[src/rtl/fsm_mul_pkg.sv]
package fsm_mul_pkg;
  localparam int unsigned WORD_W = 30;
  localparam int unsigned INT_W  = 3;
  localparam int unsigned FRAC_W = WORD_W - INT_W;
  localparam int unsigned MAG_W  = WORD_W - 1;
  localparam int unsigned PROD_W = 2 * MAG_W;

  typedef enum logic [1:0] {
    ORD_LOW   = 2'b00,
    ORD_HIGH  = 2'b01,
    ORD_ROUND = 2'b10,
    ORD_RND2  = 2'b11
  } order_e;
endpackage

[src/rtl/fsm_mul_abs.sv]
module fsm_mul_abs
  import fsm_mul_pkg::*;
(
  input  logic [WORD_W-1:0] word_i,
  output logic              neg_o,
  output logic [MAG_W-1:0]  mag_o
);
  logic [WORD_W-1:0] cmpl;

  assign cmpl  = WORD_W'(~word_i + 1'b1);
  assign neg_o = word_i[WORD_W-1];
  assign mag_o = neg_o ? cmpl[MAG_W-1:0] : word_i[MAG_W-1:0];
endmodule

[src/rtl/fsm_mul_core.sv]
module fsm_mul_core
  import fsm_mul_pkg::*;
(
  input  logic              clk_i,
  input  logic              rst_ni,
  input  logic              run_i,
  input  logic              load_i,
  input  logic              step_i,
  input  logic [MAG_W-1:0]  mcand_i,
  input  logic [MAG_W-1:0]  mplier_i,
  output logic              last_o,
  output logic [PROD_W-1:0] prod_o
);
  logic [MAG_W-1:0] mcand_q;
  logic [MAG_W:0]   mq_q;   // marker at top, multiplier magnitude below
  logic [MAG_W-1:0] acc_q;
  logic [MAG_W-1:0] plo_q;
  logic [MAG_W:0]   sum;

  assign sum    = {1'b0, acc_q} + (mq_q[0] ? {1'b0, mcand_q} : '0);
  assign last_o = (mq_q == (MAG_W+1)'(1));
  assign prod_o = {acc_q, plo_q};

  always_ff @(posedge clk_i or negedge rst_ni) begin
    if (!rst_ni) begin
      mcand_q <= '0;
      mq_q    <= '0;
      acc_q   <= '0;
      plo_q   <= '0;
    end else if (load_i) begin
      mcand_q <= mcand_i;
      mq_q    <= {1'b1, mplier_i};
      acc_q   <= '0;
      plo_q   <= '0;
    end else if (step_i) begin
      mq_q    <= mq_q >> 1;
      acc_q   <= sum[MAG_W:1];
      plo_q   <= {sum[0], plo_q[MAG_W-1:1]};
    end
  end

  // marker keeps the multiplier register non-empty for the whole run
  assert_marker_alive_R8: assert property (@(posedge clk_i) disable iff (!rst_ni)
    run_i |-> (mq_q != '0));

  // a busy-time start (load) must never disturb the multiplicand
  assert_mcand_held_R9: assert property (@(posedge clk_i) disable iff (!rst_ni)
    (run_i && !load_i) |=> $stable(mcand_q));
endmodule

[src/rtl/fsm_mul_format.sv]
module fsm_mul_format
  import fsm_mul_pkg::*;
(
  input  logic [PROD_W-1:0] prod_i,
  input  logic              neg_i,
  input  logic [1:0]        order_i,
  output logic [WORD_W-1:0] result_o,
  output logic              ovf_o
);
  localparam int unsigned HI_W = PROD_W - FRAC_W + 1;

  logic [PROD_W:0]   rnd;
  logic [HI_W-1:0]   hi;
  logic [WORD_W-1:0] mag_w;
  logic [WORD_W-1:0] hi_res;

  assign rnd    = {1'b0, prod_i} + (order_i[1] ? (PROD_W+1)'(1) << (FRAC_W-1) : '0);
  assign hi     = HI_W'(rnd >> FRAC_W);
  assign mag_w  = {1'b0, hi[MAG_W-1:0]};
  assign hi_res = neg_i ? WORD_W'(~mag_w + 1'b1) : mag_w;

  always_comb begin
    if (order_i == ORD_LOW) begin
      result_o = {{INT_W{1'b0}}, prod_i[FRAC_W-1:0]};
      ovf_o    = 1'b0;
    end else begin
      result_o = hi_res;
      ovf_o    = |hi[HI_W-1:MAG_W];
    end
  end
endmodule

[src/rtl/frac_serial_mul.sv]
module frac_serial_mul
  import fsm_mul_pkg::*;
(
  input  logic              clk_i,
  input  logic              rst_ni,
  input  logic              start_i,
  input  logic [WORD_W-1:0] op_a_i,
  input  logic [WORD_W-1:0] op_b_i,
  input  logic [1:0]        order_i,
  output logic              done_o,
  output logic [WORD_W-1:0] result_o,
  output logic              ovf_o
);
  logic [1:0][WORD_W-1:0] ops;
  logic [1:0]             negs;
  logic [1:0][MAG_W-1:0]  mags;

  logic              busy_q, done_q, ovf_q, neg_q, past_ok_q;
  logic [1:0]        order_q;
  logic [WORD_W-1:0] result_q;
  logic              accept, last;
  logic [PROD_W-1:0] prod;
  logic [WORD_W-1:0] fmt_res;
  logic              fmt_ovf;

  assign ops[0] = op_a_i;
  assign ops[1] = op_b_i;

  for (genvar g = 0; g < 2; g++) begin : g_abs
    fsm_mul_abs u_abs (
      .word_i (ops[g]),
      .neg_o  (negs[g]),
      .mag_o  (mags[g])
    );
  end

  assign accept = start_i && !busy_q;

  fsm_mul_core u_core (
    .clk_i    (clk_i),
    .rst_ni   (rst_ni),
    .run_i    (busy_q),
    .load_i   (accept),
    .step_i   (busy_q && !last),
    .mcand_i  (mags[0]),
    .mplier_i (mags[1]),
    .last_o   (last),
    .prod_o   (prod)
  );

  fsm_mul_format u_fmt (
    .prod_i   (prod),
    .neg_i    (neg_q),
    .order_i  (order_q),
    .result_o (fmt_res),
    .ovf_o    (fmt_ovf)
  );

  always_ff @(posedge clk_i or negedge rst_ni) begin
    if (!rst_ni) begin
      busy_q    <= 1'b0;
      done_q    <= 1'b0;
      ovf_q     <= 1'b0;
      neg_q     <= 1'b0;
      order_q   <= ORD_LOW;
      result_q  <= '0;
      past_ok_q <= 1'b0;
    end else begin
      past_ok_q <= 1'b1;
      done_q    <= 1'b0;
      if (accept) begin
        busy_q  <= 1'b1;
        order_q <= order_i;
        neg_q   <= negs[0] ^ negs[1];
      end else if (busy_q && last) begin
        busy_q   <= 1'b0;
        done_q   <= 1'b1;
        result_q <= fmt_res;
        ovf_q    <= fmt_ovf;
      end
    end
  end

  assign done_o   = done_q;
  assign result_o = result_q;
  assign ovf_o    = ovf_q;

  assert_operand_domain_R2: assert property (@(posedge clk_i) disable iff (!rst_ni)
    accept |-> (op_a_i != 30'h2000_0000 && op_b_i != 30'h2000_0000));

  assert_low_order_clean_R5: assert property (@(posedge clk_i) disable iff (!rst_ni)
    (done_o && order_q == ORD_LOW) |-> (result_o[WORD_W-1:FRAC_W] == '0 && !ovf_o));

  assert_sign_applied_R7: assert property (@(posedge clk_i) disable iff (!rst_ni)
    (done_o && order_q != ORD_LOW && !ovf_o && result_o != '0) |-> (result_o[WORD_W-1] == neg_q));

  assert_done_pulse_R8: assert property (@(posedge clk_i) disable iff (!rst_ni)
    done_o |=> !done_o);

  assert_order_held_R9: assert property (@(posedge clk_i) disable iff (!rst_ni)
    (busy_q && $past(busy_q) && past_ok_q) |-> $stable(order_q) && $stable(neg_q));

  assert_result_hold_R10: assert property (@(posedge clk_i) disable iff (!rst_ni)
    (past_ok_q && !done_o) |-> ($stable(result_o) && $stable(ovf_o)));
endmodule

[config.mk]
export PLATFORM = sky130hd
export DESIGN_NAME = frac_serial_mul
export DESIGN_NICKNAME = d
export VERILOG_FILES = /design/src/rtl/fsm_mul_pkg.sv /design/src/rtl/fsm_mul_abs.sv /design/src/rtl/fsm_mul_core.sv /design/src/rtl/fsm_mul_format.sv /design/src/rtl/frac_serial_mul.sv
export SDC_FILE = /design/constraint.sdc
export NUM_CORES = 1
export LEC_CHECK = 0
export ABC_AREA = 1
export BUFFER_PORTS_ARGS = -buffer_cell sky130_fd_sc_hd__buf_2
export CAP_MARGIN = 20
export CORE_UTILIZATION = 40
export CTS_CLUSTER_SIZE = 14
export DETAILED_ROUTE_END_ITERATION = 8
export PLACE_DENSITY_LB_ADDON = 0.08
export SLEW_MARGIN = 20
export SYNTH_ARGS = -nofsm -noshare
export SYNTH_HDL_FRONTEND = slang
export SYNTH_HIERARCHICAL = 1
export SYNTH_SLANG_ARGS = --single-unit
[constraint.sdc]
create_clock -name clk_i -period 3.4 [get_ports clk_i]
set_input_delay 0.34 -clock clk_i [delete_from_list [all_inputs] [get_ports clk_i]]
set_output_delay 0.34 -clock clk_i [all_outputs]
set_load 0.01 [all_outputs]
== Yosys cells after proc, flatten, opt, wreduce, memory -nomap -nowiden ==
Index checks and enable logic that the tools add are counted.
Word-level totals
  bits in registers: 153
  input port bits: 65
  output and inout port bits: 32
  word-level logic and storage cells: 48
Operators by class
  add/sub/neg operators: 5
  equal/unequal tests: 1
  multiplexer cells: 17
  bitwise operators: 5
  reductions and logical operators: 10
Operators with widths (number)
  29-bit 2-to-1 mux: 7
  30-bit 2-to-1 mux: 4
  58-bit by 59-bit adder with 59-bit output: 1
  29-bit by 1-bit adder with 29-bit output, second input constant: 2
  29-bit inverter: 2
  29-bit by 30-bit adder with 30-bit output: 1
  30-bit by 1-bit adder with 30-bit output, second input constant: 1
  30-bit by 1-bit == test with 1-bit output, second input constant: 1
  29-bit inverter with 30-bit output: 1
  27-bit 2-to-1 mux: 1
  1-bit 2-to-1 mux: 5
  2-bit nonzero test: 2
  1-bit logical AND: 3
  3-bit OR reduction: 1
  1-bit zero test: 2
  2-bit zero test: 1
  2-bit AND reduction: 1
  1-bit inverter: 1
  1-bit bitwise XOR: 1

== Logic depth before layout (Yosys ltp) ==
  depth in word-level cells: 6
  mapped depth: 21

== Cells and area by module ==
The synthesis kept the hierarchy.
By module, submodules not included
  fsm_mul_core: times used 1, cells an instance 982, area an instance 7029.2 µm²
  fsm_mul_format: times used 1, cells an instance 491, area an instance 2270.9 µm²
  fsm_mul_abs: times used 2, cells an instance 199, area an instance 945.9 µm²
  frac_serial_mul: times used 1, cells an instance 156, area an instance 1387.6 µm²

== Worst setup path after synthesis ==
Ideal clock, no wire load.
  kind: register to register
  start point: reg u_core.mq_q[0]
  end point: reg u_core.acc_q[13]
  library setup time: 0.121 ns
  arrival: 2.278 ns
  data required time: 3.279 ns
  path slack: 1.001 ns
  cell stages (with the launch flop): 18
  path buffers: 2
  clock period less this slack: 2.399 ns
  path through: dfrtp_1 clkbuf_1 buf_1 nand2_1 inv_1 ha_1 inv_1 fa_1 inv_1 nand3_1 nand3_2 nand2_1 nand2_1 nand3_1 nand2_1 nand2_1 nand2_1 o21ai_1
On the way
  cells in the longest elaborated chain, start to end: 4
  elaborated cells between the ends (all ways): 8
  those cells by class: add/sub (1); eq/ne (1); mux (3); reduce/logical (3)
RTL lines
  start: declaration: line fsm_mul_core.sv:15  | logic [MAG_W:0] mq_q;
  start signal: assignment: line fsm_mul_core.sv:32  | mq_q <= {1'b1, mplier_i};
  start signal: assignment: line fsm_mul_core.sv:36  | mq_q <= mq_q >> 1;
  29-bit 2-to-1 mux or 30-bit by 1-bit == test with 1-bit output (tied branches): line fsm_mul_core.sv:20, fsm_mul_core.sv:21
  29-bit by 30-bit adder with 30-bit output or 1-bit zero test (tied branches): line fsm_mul_core.sv:20, frac_serial_mul.sv:44
  29-bit 2-to-1 mux or 1-bit logical AND (tied branches): line fsm_mul_core.sv:35, frac_serial_mul.sv:44
  29-bit 2-to-1 mux or 2-bit nonzero test (tied branches)
  end signal: assignment: line fsm_mul_core.sv:37  | acc_q <= sum[MAG_W:1];
  end: declaration: line fsm_mul_core.sv:16  | logic [MAG_W-1:0] acc_q;
Parallel ways exist; a longest one is shown, timed or not. The select of a mux whose other input is x is not followed.
A chain may end at the register's enable or synchronous reset.

== Worst setup path in the final report ==
  start point: reg order_q[1]
  end point: reg result_q[15], in the netlist result_o[15]
On the way
  cells in the longest elaborated chain, start to end: 6
  elaborated cells between the ends (all ways): 7
  those cells by class: add/sub (2); mux (3); bitwise (1); reduce/logical (1)
RTL lines
  start: declaration: line frac_serial_mul.sv:19  | logic [1:0] order_q;
  start signal: assignment: line frac_serial_mul.sv:73  | order_q <= order_i;
  27-bit 2-to-1 mux: line fsm_mul_format.sv:17  | assign rnd = {1'b0, prod_i} + (order_i[1] ? (PROD_W+1)'(1) << (FRAC_W-1) : '0);
  58-bit by 59-bit adder with 59-bit output: line fsm_mul_format.sv:17
  29-bit inverter with 30-bit output: line fsm_mul_format.sv:20  | assign hi_res = neg_i ? WORD_W'(~mag_w + 1'b1) : mag_w;
  30-bit by 1-bit adder with 30-bit output: line fsm_mul_format.sv:20
  30-bit 2-to-1 mux: line fsm_mul_format.sv:20
  30-bit 2-to-1 mux *: line fsm_mul_format.sv:23  | if (order_i == ORD_LOW) begin
  named net fmt_res[15]: line frac_serial_mul.sv:23  | logic [WORD_W-1:0] fmt_res;
  end signal: assignment: line frac_serial_mul.sv:78  | result_q <= fmt_res;
  end: declaration: line frac_serial_mul.sv:20  | logic [WORD_W-1:0] result_q;
The timed path passes the listed nets; every way through them passes the cells marked *.

==> impl_metrics.ini <==
[sta]
slew_viol_final = 0
period_share = 0.8151
tightest_slew_ns = 0.9803
worst_slack_ns = 0.6286
skew_ns = 0.01041
setup_viol = 0
slew_headroom = 0.3455
timing.setup.tns_ns = 0
min_period_ns = 2.771
rsz0062_at_grt = false
max_clock_freq_ghz = 0.3608
hold_viol = 0

[clock_tree]
h-tree-depth = 4
cts_buffer_depth = 2
clkLatencyLatePin_ns = 0.43
numCtsBuffers = 17
post_cts_buffers = 0
cts_tree = done
clkTransAtPathRegs_ns = 0.07
cts_sinks = 153
cts_root_buffer = clkbuf_16

[placement]
place_ws_ns = 0.5692
place_congestion = 0.8934
port_buffers = 96
dp.cells = 2476
dp_hpwl_um = 27880

[critical_path]
worstSetupPathType = register to register
crit_path_frequent_cell = nand2_1
crit_slowest_cell = dfrtp_1
cp_max_fo = 8
crit_path_max_incr_delay_ns = 0.39
end_kind = register
cp.arrival_ns = 3.09
path_cells = nand2_1 > inv_1 > ha_1 > nand2_2 > nor2_4 > nand3_1 > nand2_1 > nand2_1 > nor2_1 > nand2_1 > nor2_1 > nand2_1 > nand2_2 > xor2_1 > o21ai_0 > nand2_1 > nand2_1
critPathRequiredTime_ns = 3.72
startpoint_type = register

[yosys]
ys_warn_count = 6
syn_avg_cell_area_um2 = 6.206
yosys.area_share.simple = 0.4311
yosys.area_share.xor_xnor = 0.03829
synth_seq_cells = 153
synthDistinctLibCells = 42
synth_compound_area_frac = 0.07818
syn-num-nets = 2126
syn-cell-area_mm2 = 0.01258
synthMuxAreaShare = 0
synthCells = 2027
yosysSeqAreaShare = 0.3044
synth_top_family_by_area = simple AND/OR/NAND/NOR gates
yosys.area_share.adder = 0.03441

[cells_and_area]
final_common_cell = nand2_1
final_cell_count_no_fill = 2509
finalNetCount = 2199
area_growth_pct = 11.37
antenna_cells = 0
final_cell_mix = nand2_1, inv_1, nor2_1, dfrtp_1, nand3_1
drive_above_1_share = 0.1136
fillCellCount = 3370

[power]
total_power_w = 0.01025
p_per_area_mw_per_mm2 = 731.6
ir_worst_vdd_mv = 0.3849
p_leak_nw = 7.566

[global_routing]
grt_util_all_layers = 0.2296
grt_pass1_vias = 11361
grt_pass1_wl_um = 58330
antenna_found_initial = 0
gr-total-overflow = 0
grt_max_degree = 77

[die]
fp.dieW_um = 179.3
die_h_um = 179.3
core_mm2 = 0.03075
io_pins = 97
rows = 64
die-area_mm2 = 0.03216
start_util = 0.4091

[route]
ant_nets = 0
drt_iter0_markers = 732
drt_wl_total_um = 35500
post-route-drc-count = 4
vias_per_cell = 4.867
dr.pass1.iters = 9
wl_per_cell_um = 14.15
num_vias = 12211

[worst_hold_path]
hp-class = input pin to register

[outcome]
violations = design-rule violations
outcome = complete, but fails checks

[run]
maxCapViolCount = 0
## power by group
part | internal, W | leakage [nW] | switching [W]
combinational | 0.00172 | 5.33 | 0.00329
sequential | 0.00253 | 1.93 | 0.000659
clock | 0.00119 | 0.300 | 0.000866
total | 0.00544 | 7.57 | 0.00481
## kinds of logic after synthesis
| family | count (synthesis) |
|---|---|
| AOI/OAI and AO/OA | 159 |
| xor gates and xnor gates | 55 |
| adders and majority gates | 34 |
| buffers and inverters | 353 |
| DFF | 153 |
| and+or+nand+nor | 1273 |
## critical path: cells and delay by family (launching register included)
family	cells	cell delay [ns]
xor gates and xnor gates	1	0.21
and+or+nand+nor	13	1.57
AOI/OAI and AO/OA	1	0.11
DFF	1	0.39
buffers and inverters	1	0.16
adders and majority gates	1	0.24
## registers in the layout (all words and copies together) (netlist names)
name,cells
u_core/plo_q,29
busy_q,1
u_core/acc_q,29
u_core/mcand_q,29
result_o,30
ovf_o,1
neg_q,1
done_o,1
u_core/mq_q,30
order_q,2
## metal layers
layer / track usage / wire (um) / up-vias
met5: 0 / 0 / -
li1: - / - / 6436
met1: 0.3229 / 17760 / 5516
met3: 0.02553 / 1170 / 22
met2: 0.3766 / 16150 / 237
met4: 0.05182 / 417 / 0
## layout make-up
class,count,area (um2),share of cell area
inverter,300,1129,0.08056
clock inverter,15,206.4,0.01474
tap,396,495.5,0.03537
clock buffer,17,425.4,0.03037
multi-input combinational,1521,7328,0.5231
sequential,153,3829,0.2733
timing repair buffer,107,596.8,0.04260
## cell usage after synthesis (all sizes together)
cell,count,area share
o221ai,26,0.018
o21bai,3,0.0030
xnor2,31,0.022
o211ai,1,0.00060
xor2,24,0.017
nand2,885,0.27
o311ai,1,0.00070
buf,34,0.018
o22ai,29,0.014
a21oi,29,0.012
dfrtp,153,0.30
nand4,22,0.011
ha,33,0.033
fa,1,0.0016
a22oi,1,0.00060
nor4,9,0.0045
nand3,121,0.053
and2,2,0.00099
nor3,7,0.0032
nor2,214,0.080
inv,299,0.089
clkinv,1,0.00030
clkbuf,19,0.0057
nand3b,12,0.0072
o21ai,69,0.029
and3,1,0.00050
## timing repair
item	4_1_cts	5_1_grt
resized for setup	0	0
endpoints found under the hold margin	72	0
endpoints found under the setup margin	0	0
hold buffers	1	0
## through the flow
step,hold WS (ns),instance area (um2),util
2_1_floorplan,0.04441,12580,-
3_3_place_gp,0.4483,13370,0.4347
3_5_place_dp,0.4432,13370,0.4347
4_1_cts,0.1068,14010,0.4556
5_1_grt,0.1376,14010,0.4556
6_report,0.1291,14010,0.4556
## path summary, 6_finish.rpt
path	slack, ns	cells after the start	endpoint	startpoint
worst max-delay path	0.63	17	result_o[15]$_DFFE_PN0P_	order_q[1]$_DFFE_PN0P_
max in group asynchronous	2.06	3	u_core/plo_q[4]$_DFFE_PN0P_	rst_ni
worst min register to register	0.47	2	u_core/mcand_q[25]$_DFFE_PN0P_	u_core/mcand_q[25]$_DFFE_PN0P_
min in group asynchronous	0.53	2	result_o[21]$_DFFE_PN0P_	rst_ni
worst max register to register	0.63	17	result_o[15]$_DFFE_PN0P_	order_q[1]$_DFFE_PN0P_
worst min-delay path	0.13	3	order_q[0]$_DFFE_PN0P_	order_i[0]
Note: power is estimated with default switching activity, not from simulation.
